==> config.mk <==
export PLATFORM = sky130hd
export DESIGN_NAME = la_capture_ctrl
export DESIGN_NICKNAME = d
export VERILOG_FILES = /design/src/rtl/la_cap_pkg.sv /design/src/rtl/la_cap_cfg.sv /design/src/rtl/la_cap_ptr.sv /design/src/rtl/la_cap_fsm.sv /design/src/rtl/la_capture_ctrl.sv
export SDC_FILE = /design/constraint.sdc
export NUM_CORES = 1
export LEC_CHECK = 0
export ABC_AREA = 1
export ABC_CLOCK_PERIOD_IN_PS = 3800
export BUFFER_PORTS_ARGS = -buffer_cell sky130_fd_sc_hd__buf_2
export CORE_MARGIN = 10
export CORE_UTILIZATION = 56
export CTS_CLUSTER_SIZE = 10
export DETAILED_ROUTE_END_ITERATION = 6
export MAX_ROUTING_LAYER = met4
export PLACE_DENSITY = 0.84
export SETUP_SLACK_MARGIN = 0.05
export SLEW_MARGIN = 25
export SYNTH_ARGS = -nofsm -noshare
export SYNTH_HDL_FRONTEND = slang
export SYNTH_SLANG_ARGS = --single-unit
==> constraint.sdc <==
create_clock -name clk_i -period 3.8 [get_ports clk_i]
set_input_delay 0.19 -clock clk_i [delete_from_list [all_inputs] [get_ports clk_i]]
set_output_delay 0.19 -clock clk_i [all_outputs]
set_load 0.01 [all_outputs]
==> src/rtl/la_cap_pkg.sv <==
package la_cap_pkg;
  typedef enum logic [2:0] {
    ST_IDLE  = 3'd0,
    ST_FILL  = 3'd1,
    ST_ARMED = 3'd2,
    ST_RUN   = 3'd3,
    ST_DONE  = 3'd4
  } cap_state_e;

  typedef enum logic [1:0] {
    MD_SINGLE = 2'd0,
    MD_INCR   = 2'd1,
    MD_IMM    = 2'd2
  } cap_mode_e;
endpackage

==> src/rtl/la_cap_cfg.sv <==
module la_cap_cfg
  import la_cap_pkg::*;
#(
  parameter int DEPTH = 16,
  localparam int PW = $clog2(DEPTH + 1)
) (
  input  logic          clk_i,
  input  logic          rst_ni,
  input  logic          wr_en_i,
  input  logic [1:0]    mode_i,
  input  logic [PW-1:0] pos_i,
  output cap_mode_e     mode_o,
  output logic [PW-1:0] pos_o
);
  logic [PW-1:0] pos_clamped;
  cap_mode_e     mode_dec;

  assign pos_clamped = (pos_i > PW'(DEPTH)) ? PW'(DEPTH) : pos_i;
  assign mode_dec    = (mode_i == 2'd3) ? MD_SINGLE : cap_mode_e'(mode_i);

  always_ff @(posedge clk_i or negedge rst_ni) begin
    if (!rst_ni) begin
      mode_o <= MD_SINGLE;
      pos_o  <= PW'(DEPTH / 2);
    end else if (wr_en_i) begin
      mode_o <= mode_dec;
      pos_o  <= pos_clamped;
    end
  end
endmodule

==> src/rtl/la_cap_ptr.sv <==
module la_cap_ptr #(
  parameter int DEPTH = 16,
  localparam int AW = (DEPTH > 1) ? $clog2(DEPTH) : 1
) (
  input  logic          clk_i,
  input  logic          rst_ni,
  input  logic          clr_i,
  input  logic          adv_i,
  output logic [AW-1:0] ptr_o
);
  logic [AW-1:0] ptr_nxt;

  generate
    if (DEPTH == (1 << AW)) begin : g_pow2
      assign ptr_nxt = ptr_o + AW'(1);
    end else begin : g_wrap
      assign ptr_nxt = (ptr_o == AW'(DEPTH - 1)) ? '0 : ptr_o + AW'(1);
    end
  endgenerate

  always_ff @(posedge clk_i or negedge rst_ni) begin
    if (!rst_ni)     ptr_o <= '0;
    else if (clr_i)  ptr_o <= '0;
    else if (adv_i)  ptr_o <= ptr_nxt;
  end
endmodule

==> src/rtl/la_cap_fsm.sv <==
module la_cap_fsm
  import la_cap_pkg::*;
#(
  parameter int DEPTH = 16,
  localparam int PW = $clog2(DEPTH + 1)
) (
  input  logic          clk_i,
  input  logic          rst_ni,
  input  logic          start_i,
  input  logic          clear_i,
  input  logic          trig_i,
  input  cap_mode_e     mode_i,
  input  logic [PW-1:0] pos_i,
  output cap_state_e    state_o,
  output logic          we_o,
  output logic          restart_o
);
  cap_state_e    state_d;
  logic [PW-1:0] cnt_q, cnt_d, cnt_inc, pre;
  logic          full;

  // pos == DEPTH means trigger on last sample: DEPTH-1 samples before it
  assign pre       = (pos_i >= PW'(DEPTH)) ? PW'(DEPTH - 1) : pos_i;
  assign cnt_inc   = cnt_q + PW'(1);
  assign full      = (cnt_inc == PW'(DEPTH));
  assign restart_o = clear_i | ((state_o == ST_IDLE) & start_i);

  always_comb begin
    state_d = state_o;
    cnt_d   = cnt_q;
    we_o    = 1'b0;
    unique case (state_o)
      ST_IDLE: if (start_i) begin
        cnt_d = '0;
        if (mode_i != MD_SINGLE) state_d = ST_RUN;
        else if (pre == '0)      state_d = ST_ARMED;
        else                     state_d = ST_FILL;
      end
      ST_FILL: begin
        we_o  = 1'b1;
        cnt_d = cnt_inc;
        if (cnt_inc == pre) state_d = ST_ARMED;
      end
      ST_ARMED: begin
        // ring keeps rolling; kept count only grows at the trigger
        we_o = 1'b1;
        if (trig_i) begin
          cnt_d   = cnt_inc;
          state_d = full ? ST_DONE : ST_RUN;
        end
      end
      ST_RUN: begin
        we_o = (mode_i == MD_INCR) ? trig_i : 1'b1;
        if (we_o) begin
          cnt_d = cnt_inc;
          if (full) state_d = ST_DONE;
        end
      end
      ST_DONE: ;
      default: state_d = ST_IDLE;
    endcase
    if (clear_i) begin
      state_d = ST_IDLE;
      cnt_d   = '0;
      we_o    = 1'b0;
    end
  end

  always_ff @(posedge clk_i or negedge rst_ni) begin
    if (!rst_ni) begin
      state_o <= ST_IDLE;
      cnt_q   <= '0;
    end else begin
      state_o <= state_d;
      cnt_q   <= cnt_d;
    end
  end
endmodule

==> src/rtl/la_capture_ctrl.sv <==
module la_capture_ctrl
  import la_cap_pkg::*;
#(
  parameter int DEPTH = 16,
  localparam int AW = (DEPTH > 1) ? $clog2(DEPTH) : 1,
  localparam int PW = $clog2(DEPTH + 1)
) (
  input  logic          clk_i,
  input  logic          rst_ni,
  input  logic          start_i,
  input  logic          clear_i,
  input  logic          trig_i,
  input  logic          cfg_we_i,
  input  logic [1:0]    cfg_mode_i,
  input  logic [PW-1:0] cfg_pos_i,
  output logic [1:0]    mode_o,
  output logic [PW-1:0] pos_o,
  output logic [2:0]    state_o,
  output logic [AW-1:0] wr_ptr_o,
  output logic          mem_we_o,
  output logic [AW-1:0] mem_addr_o
);
  cap_mode_e  mode;
  cap_state_e state;
  logic       we, restart;

  la_cap_cfg #(.DEPTH(DEPTH)) u_cfg (
    .clk_i   (clk_i),
    .rst_ni  (rst_ni),
    .wr_en_i (cfg_we_i & (state == ST_IDLE)),
    .mode_i  (cfg_mode_i),
    .pos_i   (cfg_pos_i),
    .mode_o  (mode),
    .pos_o   (pos_o)
  );

  la_cap_fsm #(.DEPTH(DEPTH)) u_fsm (
    .clk_i     (clk_i),
    .rst_ni    (rst_ni),
    .start_i   (start_i),
    .clear_i   (clear_i),
    .trig_i    (trig_i),
    .mode_i    (mode),
    .pos_i     (pos_o),
    .state_o   (state),
    .we_o      (we),
    .restart_o (restart)
  );

  la_cap_ptr #(.DEPTH(DEPTH)) u_ptr (
    .clk_i  (clk_i),
    .rst_ni (rst_ni),
    .clr_i  (restart),
    .adv_i  (we),
    .ptr_o  (wr_ptr_o)
  );

  assign mode_o     = mode;
  assign state_o    = state;
  assign mem_we_o   = we;
  assign mem_addr_o = wr_ptr_o;
endmodule

**Word-level counts from Yosys, hierarchy flattened**

Index checks and enable logic that the tools add are counted.

- Mux-type cells: 23
- Equality and inequality tests: 14
- $lt $le $gt $ge: 2
- Shifts and indexed selects: 0
- Multiply operators: 0
- Add/sub/neg operators: 2
- Reductions and logical operators: 8
- Div/mod/pow operators: 0
- Bitwise logic cells: 3

Operators with widths:

| cell | number |
|---|---|
| $mux 5 | 6 |
| $mux 3 | 8 |
| $pmux 5 s4 | 1 |
| $pmux 3 s5 | 1 |
| $ne 3x2->1 const B | 3 |
| $mux 4 | 2 |
| $eq 3x2->1 const B | 2 |
| $ne 3x3->1 const B | 2 |
| $reduce_and 6->1 | 1 |
| $add 5x1->5 const B | 1 |
| $eq 5x5->1 | 1 |
| $eq 5x5->1 const B | 1 |
| $ge 5x5->1 const B | 1 |
| $gt 5x5->1 const B | 1 |
| $logic_not 5->1 | 1 |
| $reduce_bool 5->1 | 1 |
| $add 4x1->4 const B | 1 |
| $mux 2 | 2 |
| $reduce_and 4->1 | 1 |
| $reduce_bool 2->1 | 2 |
| $eq 3x1->1 const B | 1 |
| $eq 3x3->1 const B | 1 |
| $logic_not 3->1 | 1 |
| $and 1x1->1 | 2 |
| 7 further kinds | 8 |

- Memories kept: 0
- Word-level logic and storage cells: 57
- Memory bits (writable): 0
- Register bits: 19
- Bits in latches: 0
- Bits in read-only memories: 0

**Longest topological paths before layout**

Gate-level depths: netlist of the first run.

- Depth in word-level cells: 8
- Depth in mapped cells: 12

**By module**

Synthesis of the first run repeated with hierarchy kept, for this count alone.

- Cell total of the unflattened synthesis: 198
- Area total of the unflattened synthesis: 1336.3 sq um

By module, submodules not included:

| module | times used | area an instance (sq um) | cells each |
|---|---|---|---|
| la_cap_fsm | 1 | 769.5 | 123 |
| la_cap_cfg | 1 | 312.8 | 41 |
| la_cap_ptr | 1 | 201.4 | 24 |
| la_capture_ctrl | 1 | 52.6 | 10 |

**Least setup slack after synthesis of the first run**

Ideal clock, no wire load.

- Kind: flip-flop to flip-flop
- Start point: register u_fsm.cnt_q[0]
- End point: register u_fsm.state_o[1]
- Slack: 2.364 ns
- Clock period less this slack: 1.436 ns
- Stages on the path, launching flop included: 11
- Path buffers: 0
- Arrival: 1.319 ns
- Required time: 3.683 ns
- Path through: dfrtp_1 > ha_1 > nand3_1 > nand2_1 > nand3_1 > nor2_4 > nor2_1 > nor2_4 > nand2_2 > nand2_1 > nand2_1

- Word-level cells in the longest chain between the ends: 6
- Elaborated cells between the ends (all ways): 10
- Those cells by class: add/sub: 1; eq/ne: 4; mux: 4; reduce/logical: 1

Ends and longest elaborated chain:

| element | line | RTL |
|---|---|---|
| start: declaration | la_cap_fsm.sv:19 | `logic [PW-1:0] cnt_q, cnt_d, cnt_inc, pre;` |
| start signal: assignment | la_cap_fsm.sv:75 | `cnt_q <= cnt_d;` |
| $add 5x1->5 * | la_cap_fsm.sv:24 | `assign cnt_inc = cnt_q + PW'(1);` |
| $eq 5x5->1 | la_cap_fsm.sv:25 | `assign full = (cnt_inc == PW'(DEPTH));` |
| $mux 3 | la_cap_fsm.sv:49 | `state_d = full ? ST_DONE : ST_RUN;` |
| $mux 3 | la_cap_fsm.sv:47 | `if (trig_i) begin` |
| $pmux 3 s5 | la_cap_fsm.sv:32 | `unique case (state_o)` |
| $mux 3 | la_cap_fsm.sv:62 | `if (clear_i) begin` |
| end signal: assignment | la_cap_fsm.sv:74 | `state_o <= state_d;` |
| end: declaration | la_cap_fsm.sv:14 | `output cap_state_e state_o,` |

Every way passes the cells marked *; elsewhere a longest branch is shown, timed or not. The select of a mux whose other input is x is not followed.
A chain may end at the register's enable or synchronous reset.

**Final worst setup path of the first run**

- Start point: register u_cfg.mode_o[1]
- End point: output mem_we_o

- Word-level cells in the longest chain between the ends: 4

Ends and longest elaborated chain:

| element | line | RTL |
|---|---|---|
| start: declaration | la_cap_cfg.sv:12 | `output cap_mode_e mode_o,` |
| start signal: assignment | la_cap_cfg.sv:26 | `mode_o <= mode_dec;` |
| $eq 2x1->1 | la_cap_fsm.sv:53 | `we_o = (mode_i == MD_INCR) ? trig_i : 1'b1;` |
| $mux 1 | la_cap_fsm.sv:53 |  |
| $pmux 1 s2 | la_cap_fsm.sv:32 |  |
| $mux 1 | la_cap_fsm.sv:62 |  |
| end: declaration | la_capture_ctrl.sv:20 | `output logic mem_we_o,` |

No other way between the ends.

==> results by stage, run 1 <==
Run status:
- The run finished with clean final reports.

Final layout:
- Cells with a size suffix above 1 make up roughly 26% of the layout.
- The utilization after layout is a little over two thirds.
- The repair_antennas step left the layout with diodes totalling 0.
- The area added between synthesis and finish is 16.0%.
- The final layout net count is around 220.

Clock tree:
- CTS built an H-tree with a depth of 1.
- TritonCTS built the clock tree.
- The post-CTS setup buffer count is 0.
- After clock tree synthesis, the flow added hold-fix buffers numbering 1.
- The insertion delay to the later sink of the worst-skew pair is 0.30 ns.
- CTS saw 19 sinks.
- TritonCTS created 3 clock buffers.
- The number of cells upsized or downsized after cts is 0.
- The cell chosen for the clock root is sky130_fd_sc_hd__clkbuf_4.
- The maximum clock path buffer count is 2.
- Clock-pin slew was measured on the worst setup and hold paths at 0.11 ns.

Detailed routing:
- The starting DRC count in detailed routing is 52.
- Wires add up to 2830 µm.
- The final route contains about 1,200 vias.
- In this run the remaining antenna-violating nets after routing total 0.
- In the final routed layout, each cell accounts on average for 12.5 µm.
- The per-cell via count in the routed design is 5.39.
- Before antenna repair, the detailed router went through 4 iterations.
- After detailed routing, the number of remaining DRC violations is 0.

Synthesis:
- The number of nets handed over by synthesis was roughly 180.
- The main flop type after synthesis is sky130_fd_sc_hd__dfrtp_1.
- The number of synthesized flops with an enable pin is 0.
- The commonest cells after synthesis are sky130_fd_sc_hd__nand2_1 (30), sky130_fd_sc_hd__nand3_1 (24), sky130_fd_sc_hd__inv_1 (23).
- The count of different cell masters after synthesis is 26.
- The Yosys step of the flow raised 0 warnings.
- The synthesized design devotes to its leading area cell type 37.0% of total area.
- The share of the yosys chip area belonging to registers is between 30% and 40%.
- Yosys attributes the largest share of cell area to sky130_fd_sc_hd__dfrtp_1 (37%), sky130_fd_sc_hd__nand3_1 (9.9%), sky130_fd_sc_hd__nand2_1 (9.3%).
- The share of flip-flops with an asynchronous set or reset after synthesis is 100%.
- The register bit count reported by yosys is 19.
- The cell with the most instances after synthesis is sky130_fd_sc_hd__nand2_1.
- A synthesized cell averages 7.24 µm².
- Synthesis produced a netlist whose cell count is 168.
- The cell area after technology mapping is 0.00122 mm².
- The cell taking the most area after synthesis is sky130_fd_sc_hd__dfrtp_1.

Worst setup path:
- The critical path required time is 3.61 ns.
- Of all nets on the critical path, the largest fanout is 5.
- In this design, the stage delay of the slowest critical-path cell is 0.42 ns.
- The library cell contributing the largest single delay on the critical path is sky130_fd_sc_hd__dfrtp_1.
- The worst setup path is launched from a register.
- Together, buffers and inverters on the worst path number 2.
- The critical path goes through nor3_1 > nand3_1 > nand2_2 > clkinv_1 > buf_2.
- In this run the register-to-register setup slack is 2.16 ns.
- STA puts the critical path data arrival time at 1.62 ns.
- The worst setup path is captured at an output pin.
- The cell family with the largest share of critical-path delay is simple AND/OR/NAND/NOR gates.
- The type of the setup path with the least slack is register to output pin.

STA:
- The number of slew-limit violations in the final report came to 0.
- For the pin with the worst max-slew slack, the measured transition is 0.406 ns.
- The final sum of negative setup slack is 0 ns.
- The number of endpoints failing setup at the final stage is 0.
- The worst path in the final design needs a cycle of 1.81 ns, including I/O delays and setup.
- The clock tree skew after final layout is 0.00598 ns.
- Based on the critical path, the design can be clocked at up to ~550 MHz.
- The worst pin sits at a relative slew slack of 72.9%.
- The final setup slack of the worst path is 1.99 ns.
- Setup repair after global routing left no endpoint under its margin.
- The final count of hold timing violations came to 0.
- The final clock period utilization by the worst path is 47.6%.

Flow run:
- The max-cap violation count is 0.

Global routing:
- Entering global routing, the biggest net connects 20 pins.
- The initial antenna violation count is 0.
- The aggregate global-route resource usage is 13.5%.
- The global-route wire length before repair is 4730 µm.
- The number of global-route vias before repair was between 1,000 and 1,500.
- For this run the aggregate overflow at the end of global routing stands at 0.

Power and ir drop:
- The share of total power dissipated in sequential elements is roughly two fifths.
- Of the total power, the share spent switching nets is 46.4%.
- The part of the total power dissipated in the clock network is 11.9%.
- The reported leakage power is 0.764 nW.
- Internal power comes to 0.469 mW.
- VDD sags by at most 0.000407 V.
- The final total power is 0.876 mW.
- The analysis attributes to net switching a power of 0.407 mW.
- Combinational cells account for 48.6% of the total power.
- Power spread over the standard cell area amounts to 621 mW/mm².

Floorplanning:
- The vertical die dimension is 66.6 µm.
- After floorplanning, the core was sized to cover 0.00202 mm².
- The total I/O pin count is 32.
- The floorplan has 16 rows.
- The die is 66.6 µm wide.
- The area of the die is 0.00444 mm².
- The initial core utilization is between 60 and 70%.

Placed design:
- The final weighted congestion in routability-driven placement is 0.916.
- The HPWL after detailed placement is 2360 µm.
- The post-place setup slack is between 2 and 2.5 ns.
- Port buffering added 31 buffers.

Worst hold path:
- In this run the worst hold path is classified as primary input to register.
[layout by cell type, fill, tap and decap left out, types with 3 or more instances in the layout]
| master | count |
|---|---|
| sky130_fd_sc_hd__a21oi_1 | 5 |
| sky130_fd_sc_hd__buf_2 | 31 |
| sky130_fd_sc_hd__clkbuf_4 | 3 |
| sky130_fd_sc_hd__dfrtp_1 | 18 |
| sky130_fd_sc_hd__inv_1 | 23 |
| sky130_fd_sc_hd__inv_2 | 4 |
| sky130_fd_sc_hd__nand2_1 | 30 |
| sky130_fd_sc_hd__nand2_2 | 5 |
| sky130_fd_sc_hd__nand3_1 | 24 |
| sky130_fd_sc_hd__nand4_1 | 4 |
| sky130_fd_sc_hd__nor2_1 | 16 |
| sky130_fd_sc_hd__nor3_1 | 3 |
| sky130_fd_sc_hd__o21ai_0 | 13 |
[layout make-up]
| type | count | area, µm² |
|---|---|---|
| Multi-Input combinational cell | 117 | 604 |
| Clock buffer | 4 | 26.3 |
| Tap cell | 27 | 33.8 |
| Timing Repair Buffer | 32 | 165 |
| Inverter | 28 | 105 |
| Sequential cell | 19 | 477 |
| Fill cell | 190 | 611 |
[flip-flops by register name (all words and copies together) (netlist names)]
| signal | count |
|---|---|
| u_cfg.mode_o | 2 |
| u_ptr.ptr_o | 4 |
| u_fsm.cnt_q | 5 |
| u_cfg.pos_o | 5 |
| u_fsm.state_o | 3 |
[metrics by stage]
| step | std cells | hold slack (ns) | area, µm² |
|---|---|---|---|
| final | 227 | 0.0761 | 1410 |
| after global placement | 222 | 0.150 | 1380 |
| after detailed placement | 222 | 0.150 | 1380 |
| after floorplan | 168 | -0.106 | 1220 |
| after CTS | 227 | 0.0786 | 1410 |
| after global routing | 227 | 0.0664 | 1410 |
[worst reg2reg max path, stage by stage (launching register included)]
cell                      delay (ns)
sky130_fd_sc_hd__dfrtp_1        0.47
sky130_fd_sc_hd__ha_1           0.27
sky130_fd_sc_hd__nand2_1        0.12
sky130_fd_sc_hd__nand2_1        0.09
sky130_fd_sc_hd__nand2_1        0.06
sky130_fd_sc_hd__nand2_1        0.04
sky130_fd_sc_hd__nor2_1         0.12
sky130_fd_sc_hd__nand3_1        0.11
sky130_fd_sc_hd__nand2_2        0.11
sky130_fd_sc_hd__nand2_2        0.06
sky130_fd_sc_hd__nand2_1        0.05
sky130_fd_sc_hd__nand2_1        0.05
[routing by layer]
layer / routed length [µm] / track usage [%] / part of all wire [%] / vias up
met2: 1280 / 21.3 / 45 / 53
met4: 55 / 6.81 / 1.9 / 0
met5: 0 / - / 0 / -
li1: - / - / - / 621
met3: 232 / 3.34 / 8.2 / 8
met1: 1270 / 15.4 / 45 / 542
[power groups by stage]
| stage | Combinational (mW) | Clock (mW) | Sequential (mW) |
|---|---|---|---|
| 6_report | 0.426 | 0.105 | 0.345 |
| 5_1_grt | 0.482 | 0.114 | 0.357 |
| 4_1_cts | 0.431 | 0.106 | 0.346 |
| 3_5_place_dp | 0.428 | 0 | 0.350 |
| 3_3_place_gp | 0.416 | 0 | 0.346 |
| 2_1_floorplan | 0.276 | 0 | 0.363 |
[kinds of logic (layout without fill, tap and decap cells)]
logic type / after synthesis / count (layout) / share of synthesized area [%]
buffers and inverters: 32 / 64 / 11.1
adders and majority gates: 2 / 2 / 2.06
xor gates and xnor gates: 1 / 1 / 0.720
AOI/OAI and AO/OA: 24 / 24 / 11.1
and+or+nand+nor: 90 / 90 / 35.8
DFF: 19 / 19 / 39.2
[worst paths after layout]
path,start,endpoint,depth (start not counted)
max reg2reg,u_fsm.cnt_q[0],u_fsm.state_o[0],11
min,cfg_mode_i[0],u_cfg.mode_o[1],2
max,u_cfg.mode_o[1],mem_we_o,5
min reg2reg,u_cfg.pos_o[3],u_cfg.pos_o[3],2
max in group asynchronous,rst_ni,u_cfg.pos_o[3],2
min in group asynchronous,rst_ni,u_fsm.cnt_q[4],2
(Power assumes the default switching activity.)
==> run 2, diff against run 1 <==
- ABC_CLOCK_PERIOD_IN_PS: 3800 -> 1760
- CORE_UTILIZATION: 56 -> 52
- PLACE_DENSITY: 0.84 -> 0.79
- clock period: 3.8 -> 1.76 ns (I/O delays scaled with it)
==> run 2 against run 1 <==
The run now ends with negative hold slack left. Wire length up 10%. Flip-flop and latch count unchanged. Clock power is 120% higher. Sequential power rose by 120%. Clock skew decreased by 0.00097 ns. Die area increased by 5.4%. Final cell count is 2.2% higher. First-iteration DRC count up 15%. Highest routed layer unchanged.
==> results by stage, run 2 (synthesis results as in run 1) <==
Global routing:
- The pin count of the biggest net entering global routing is 20 (unchanged).
- The number of global-route vias before repair is 1,218 (+4.0%).
- The initial antenna violation count is 0 (unchanged).
- The global-route wire length before repair is 5120 µm (+8.2%).
- The overall overflow remaining after global route is 0 (unchanged).
- The aggregate global-route resource usage came to 14.3% (+0.81 points).

Clock tree:
- The TritonCTS buffer count is 3 (unchanged).
- The TritonCTS clock tree is built.
- The total clock sinks was 19 (unchanged).
- The CTS clock-pin slew for the worst setup and hold paths was 0.11 ns (about the same).
- The count of H-tree levels built during CTS is 1 (unchanged).
- The insertion delay to the later sink of the worst-skew pair is 0.31 ns (about the same).
- The maximum clock path buffer count was 2 (unchanged).
- The tree is rooted in a sky130_fd_sc_hd__clkbuf_4.

Detailed routing:
- The average wire per standard cell is 13.5 µm (+7.9%).
- The post-detailed-route DRC marker count came to 0 (unchanged).
- The detailed-route wire length was 3120 µm (+10%).
- The remaining number of nets flagged by the antenna check after routing is 0 (unchanged).
- The total via count after detailed routing came to 1,283 (+4.8%).
- The per-cell via count in the routed design came to 5.53 (+2.6%).
- The total iterations of the first detailed-routing run was 4 (unchanged).
- The starting DRC count in detailed routing is 60 (+15%).

Final layout:
- The fraction of layout instances using a drive strength above 1 is 29.4% (+3.9 points).
- The final layout net count came to 220 (+1.9%).
- From synthesis to final layout, the design area changed by 20.1%.
- The library cells used most frequently in the layout, excluding fill and tap cells, are sky130_fd_sc_hd__buf_2 (31), sky130_fd_sc_hd__nand2_1 (29), sky130_fd_sc_hd__nand3_1 (24).
- The library cell used most frequently in the layout, excluding fill and tap cells, is sky130_fd_sc_hd__buf_2.
- The utilization after layout came to 66.0% (-3.8 points).
- The antenna diode instance count is 0 (unchanged).
- The largest registers in the layout are u_cfg.pos_o x5, u_fsm.cnt_q x5, u_ptr.ptr_o x4.

STA:
- Setup repair after global routing could not meet its margin everywhere.
- The final sum of negative setup slack came to 0 ns (unchanged).
- The final setup slack of the worst path came to 0.144 ns (-1.85 ns).
- The number of endpoints failing setup at the final stage is 0 (unchanged).
- The clock tree skew after final layout was 0.00501 ns (-0.000968 ns).
- The final clock period utilization by the worst path is 91.8%.
- The worst-margin pin slew is 0.419 ns (+0.0129 ns).
- Based on the critical path, the design can be clocked at up to a little over 600 MHz.
- The number of slew-limit violations in the final report came to 0 (unchanged).
- The minimum hold slack came to -0.00671 ns (-0.0828 ns).
- The final count of hold timing violations is 1 (+1).
- The worst relative slew slack is 72.1% (-0.86 points).
- The shortest period the worst path allows is 1.62 ns.

Floorplanning:
- The vertical die dimension was 68.4 µm (+2.6%).
- The number of rows in the core area is 17 (+1).
- The floorplan core area was 0.00221 mm² (+9.4%).
- The area of the die is 0.00467 mm² (+5.4%).
- The width of the die came to 68.4 µm (+2.6%).
- The initial core utilization is 55.0% (-5.2 points).
- The total I/O pin count came to 32 (unchanged).

Placed design:
- The HPWL after detailed placement is 2320 µm (-1.5%).
- The final weighted congestion in routability-driven placement is 0.944 (+3.1%).
- The post-place setup slack is 0.114 ns (-2.06 ns).
- The number of buffers added on ports is 31 (unchanged).

Worst setup path:
- The critical-path maximum fanout is 7 (+2).
- The critical path required time was 1.67 ns (-1.94 ns).
- The worst stage delay on the critical path came to 0.49 ns (+0.07 ns).
- The signal arrival time at the worst endpoint is 1.53 ns (-0.09 ns).
- The critical path goes through nor2_2 > nor3_2 > nand2_2 > clkinv_1 > buf_2.
- The type of the setup path with the least slack is register to output pin.
- The critical path capture point type is an output pin.
- The kind of start point of the critical path is a register.
- On the critical path, the stage with the largest delay is an instance of sky130_fd_sc_hd__dfrtp_1.

Run status:
- The checks that failed: negative hold slack.
- The run finished, with violations left.

Flow run:
- The max-cap violation count is 0 (unchanged).

Power and ir drop:
- The reported leakage power came to 0.781 nW (+2.3%).
- The ratio of total power to cell area is 1350 mW/mm² (+120%).
- The final total power is 1.98 mW (+130%).
- The worst vdd rail ir drop was 0.000941 V (+130%).

Worst hold path:
- The worst hold path class is primary input to register.
run 2: cell type report:
class                           instances  area (µm²)
Clock buffer                            4        26.3
Sequential cell                        19         479
Fill cell                             190         752
Multi-Input combinational cell        117         617
Tap cell                               28        35.0
Timing Repair Buffer                   36         198
Inverter                               28         105
run 2: layer usage:
metal / wire, µm / up-vias / track usage, %
met5: 0 / - / -
li1: - / 625 / -
met3: 232 / 9 / 1.96
met2: 1510 / 63 / 24.3
met1: 1310 / 586 / 16.7
met4: 66 / 0 / 5.28
run 2: worst paths after layout:
| check | start | to | slack (ns) | cells past startpoint |
|---|---|---|---|---|
| max | u_fsm.state_o[0] | mem_we_o | 0.14 | 5 |
| min | cfg_pos_i[3] | u_cfg.pos_o[3] | -0.007 | 3 |
| max reg2reg | u_fsm.cnt_q[1] | u_fsm.state_o[1] | 0.16 | 10 |
| min reg2reg | u_cfg.pos_o[3] | u_cfg.pos_o[3] | 0.50 | 2 |
| max in group asynchronous | rst_ni | u_cfg.pos_o[3] | 1.20 | 2 |
| min in group asynchronous | rst_ni | u_cfg.mode_o[0] | 0.24 | 2 |
run 2: worst max-delay path, delay by kind of cell (launching register included):
kind	cells	cell delay [ns]
AND/OR/NAND/NOR	3	0.45
flip-flops	1	0.49
buffers and inverters	2	0.28
run 2: stage by stage:
stage | instance area [µm²] | std cells
2_1_floorplan | 1220 | 168
3_3_place_gp | 1380 | 223
3_5_place_dp | 1380 | 223
4_1_cts | 1420 | 229
5_1_grt | 1460 | 232
6_report | 1460 | 232
run 2: power by group:
part / switching [mW] / internal, mW / leakage, nW / total [mW]
sequential: 0.176 / 0.580 / 0.246 / 0.756
combinational: 0.597 / 0.389 / 0.520 / 0.986
clock: 0.145 / 0.0887 / 0.0150 / 0.234
total: 0.918 / 1.06 / 0.781 / 1.98
run 2: repair_timing:
action / in CTS / in global routing
hold endpoints to repair: 19 / 0
hold buffers: 2 / 0
buffers inserted: 0 / 3
gates resized for setup: 0 / 6
endpoints found under the setup margin: 0 / 10
==> run 3, diff against run 2 <==
- BUFFER_PORTS_ARGS: -buffer_cell sky130_fd_sc_hd__buf_2 -> default
- CORE_UTILIZATION: 52 -> 60
- DONT_BUFFER_PORTS: default -> 1
- PLACE_DENSITY: 0.79 -> 0.76
==> run 3 against run 2 <==
The flow now finishes without violations. Via count fell by 10%. Clock-buffer cell count shrank 1. Clock power decreased by 5%. Flip-flop and latch count is the same. Highest routed layer unchanged. Sequential share of layout area up 1.5 points. Fmax grew 4.4%. First-iteration DRC count up 23%. Wire length shrank 9.2%. Critical path type is now register to register. Non-clock buffer count shrank 23. Register-to-register slack gained 0.05 ns. Largest cell class unchanged. Die area decreased by 9.5%. Utilization grew 5.6 points.
==> results by stage, run 3 (synthesis results as in run 1) <==
STA:
- The final sum of negative setup slack was 0 ns (unchanged).
- The number of slew-limit violations in the final report was 0 (unchanged).
- The worst relative slew slack is 45.0% (-27 points).
- The final count of hold timing violations is 0 (-1).
- The final setup slack of the worst path is 0.212 ns (+0.0687 ns).
- The number of endpoints failing setup at the final stage is 0 (unchanged).
- The clock tree skew after final layout is 0.00345 ns (-0.00156 ns).
- The shortest period the worst path allows is 1.55 ns (-0.0687 ns).
- Setup repair after global routing could not meet its margin everywhere.
- The highest achievable clock rate was 646 MHz (+4.4%).
- The final clock period utilization by the worst path is 87.9% (-3.9 points).
- The worst-margin pin slew came to 0.823 ns (+0.404 ns).

Detailed routing:
- The post-detailed-route DRC marker count is 0 (unchanged).
- The total via count after detailed routing is 1,150 (-10%).
- The per-cell via count in the routed design was 5.53 (about the same).
- The starting DRC count in detailed routing was 74 (+23%).
- The remaining number of nets flagged by the antenna check after routing is 0 (unchanged).
- The detailed-route wire length is 2840 µm (-9.2%).
- The average wire per standard cell is 13.6 µm (+1.3%).
- The total iterations of the first detailed-routing run was 4 (unchanged).

Worst setup path:
- Tracing the worst setup path back leads to its startpoint at u_fsm.cnt_q[1].
- The count of buffer and inverter cells on the critical path is 0 (-2).
- The type of the setup path with the least slack is register to register.
- The worst setup path is captured at a register.
- The worst stage delay on the critical path is 0.45 ns (-0.04 ns).
- The critical-path maximum fanout is 4 (-3).
- The kind of start point of the critical path is a register.
- The critical path required time is 1.96 ns (+0.29 ns).
- The register-to-register setup slack is 0.21 ns (+0.05 ns).
- The worst reg2reg path startpoint is u_fsm.cnt_q[1].
- The signal arrival time at the worst endpoint is 1.74 ns (+0.21 ns).
- For this design, the slowest cell found on the critical path is sky130_fd_sc_hd__dfrtp_1.
- The cell repeated most along the worst path is sky130_fd_sc_hd__nand2_1.
- The end of the worst register-to-register path is u_fsm.state_o[0].
- Walking the worst path, the cells encountered are ha_4 > nand2_1 > nand2_1 > nand2_1 > nand2_1 > nor2_1 > nand3_1 > nand2_2 > nand2_2 > nand2_1 > nand2_1.
- The cell count of the worst reg-to-reg path came to 11 (+1).
- The kind of cell with the highest combined delay along the critical path is simple AND/OR/NAND/NOR gates.

Run status:
- The run finished with clean final reports.

Clock tree:
- The CTS clock-pin slew for the worst setup and hold paths is 0.11 ns (about the same).
- The maximum clock path buffer count is 2 (unchanged).
- The TritonCTS buffer count is 3 (unchanged).
- The count of H-tree levels built during CTS was 1 (unchanged).
- The total clock sinks is 19 (unchanged).
- The insertion delay to the later sink of the worst-skew pair is 0.30 ns (about the same).
- The tree is rooted in a sky130_fd_sc_hd__clkbuf_4.
- The TritonCTS clock tree is built.

Global routing:
- The number of global-route vias before repair is 1,088 (-11%).
- The pin count of the biggest net entering global routing came to 20 (unchanged).
- The global-route wire length before repair is 4840 µm (-5.5%).
- The aggregate global-route resource usage is 14.4% (+0.063 points).
- The initial antenna violation count is 0 (unchanged).
- The overall overflow remaining after global route is 0 (unchanged).

Placed design:
- The HPWL after detailed placement is 2070 µm (-11%).
- The number of buffers added on ports came to 0 (-100%).
- The standard cell area after detailed placement was 0.00123 mm² (-10%).
- The post-place setup slack is 0.183 ns (+0.0692 ns).
- The final weighted congestion in routability-driven placement came to 0.912 (-3.4%).

Worst hold path:
- The cell depth of the worst min-delay path was 3 (unchanged).
- The path class of the tightest hold or removal check is primary input to register.
- The worst hold path startpoint is cfg_pos_i[3].
- The path with the worst hold slack has its endpoint at u_cfg.pos_o[2].

Final layout:
- The antenna diode instance count is 0 (unchanged).
- The number of filler instances in the final layout is 161 (-15%).
- In the final layout, the registers with the most flip-flops are u_cfg.pos_o x5, u_fsm.cnt_q x5, u_ptr.ptr_o x4.
- The final layout net count is 197 (-10%).
- The summed area of non-filler cells in the final layout is 0.00139 mm² (-4.8%).
- The leading cell type in the layout, fill and taps excluded is sky130_fd_sc_hd__nand2_1.
- The fraction of layout instances using a drive strength above 1 is 14.9% (-14 points).
- The area added between synthesis and finish is 14.3%.
- In the layout the commonest cells are sky130_fd_sc_hd__nand2_1 (30), sky130_fd_sc_hd__nand3_1 (24), sky130_fd_sc_hd__inv_1 (23).

Power and ir drop:
- The ratio of total power to cell area is 1330 mW/mm² (-2.0%).
- The worst vdd rail ir drop is 0.000723 V (-23%).
- The reported leakage power is 0.677 nW (-13%).

Floorplanning:
- The width of the die was 65.0 µm (-4.9%).
- The floorplan core area came to 0.00194 mm² (-12%).
- The initial core utilization is 62.6% (+7.7 points).
- The vertical die dimension is 65.0 µm (-4.9%).
- The number of rows in the core area came to 16 (-1).
- The area of the die is 0.00423 mm² (-9.5%).
- The total I/O pin count is 32 (unchanged).

Flow run:
- The max-cap violation count was 0 (unchanged).
## run 3: worst max-delay path by stage
stage | end | depth (start not counted)
finish | u_fsm.state_o[0] | 11
global route | u_fsm.state_o[0] | 11
CTS | mem_we_o | 4
detailed placement | u_fsm.state_o[0] | 11
global placement | u_fsm.state_o[0] | 11
floorplan | u_fsm.state_o[1] | 10
## run 3: final cells by class
type                            instances  area (µm²)  area share [%]
Clock buffer                            3        22.5            1.62
Clock inverter                          1        5.00           0.360
Inverter                               28         105            7.56
Multi-Input combinational cell        117         624            44.9
Sequential cell                        19         477            34.3
Tap cell                               27        33.8            2.43
Timing Repair Buffer                   13         123            8.82
## run 3: worst register-to-register path: cells and delay by family, from the launching register on
kind | cells | cell delay (ns)
simple gates | 10 | 0.80
flops | 1 | 0.45
fa+ha+maj | 1 | 0.19
## run 3: timing repair
action,4_1_cts,5_1_grt
hold buffers,9,1
resized for setup,0,4
endpoints found under the hold margin,29,1
buffers inserted,0,1
setup endpoints to repair,0,8
## run 3: per-layer routing
layer / part of all wire [%] / vias to the layer above / routed length [µm] / track usage, %
met3: 12 / 6 / 327 / 5.84
li1: - / 580 / - / -
met2: 48 / 52 / 1370 / 22.8
met4: 1.5 / 0 / 42 / 5.08
met1: 39 / 512 / 1100 / 16.0
met5: 0 / - / 0 / -
## run 3: through the flow
step / hold slack, ns / utilization (%) / power (mW) / instances
floorplan: -0.208 / - / 1.38 / 168
global placement: -0.207 / 63.6 / 1.54 / 193
detailed placement: -0.207 / 63.6 / 1.56 / 193
CTS: 0.000774 / 69.7 / 1.81 / 206
global route: 0.00273 / 71.6 / 2.03 / 208
finish: 0.00470 / 71.6 / 1.84 / 208
## run 3: power breakdown
part	switching, mW	total, mW	leakage, nW	internal (mW)
combinational	0.492	0.802	0.410	0.310
sequential	0.243	0.819	0.250	0.576
clock	0.138	0.222	0.0177	0.0846
total	0.873	1.84	0.677	0.970
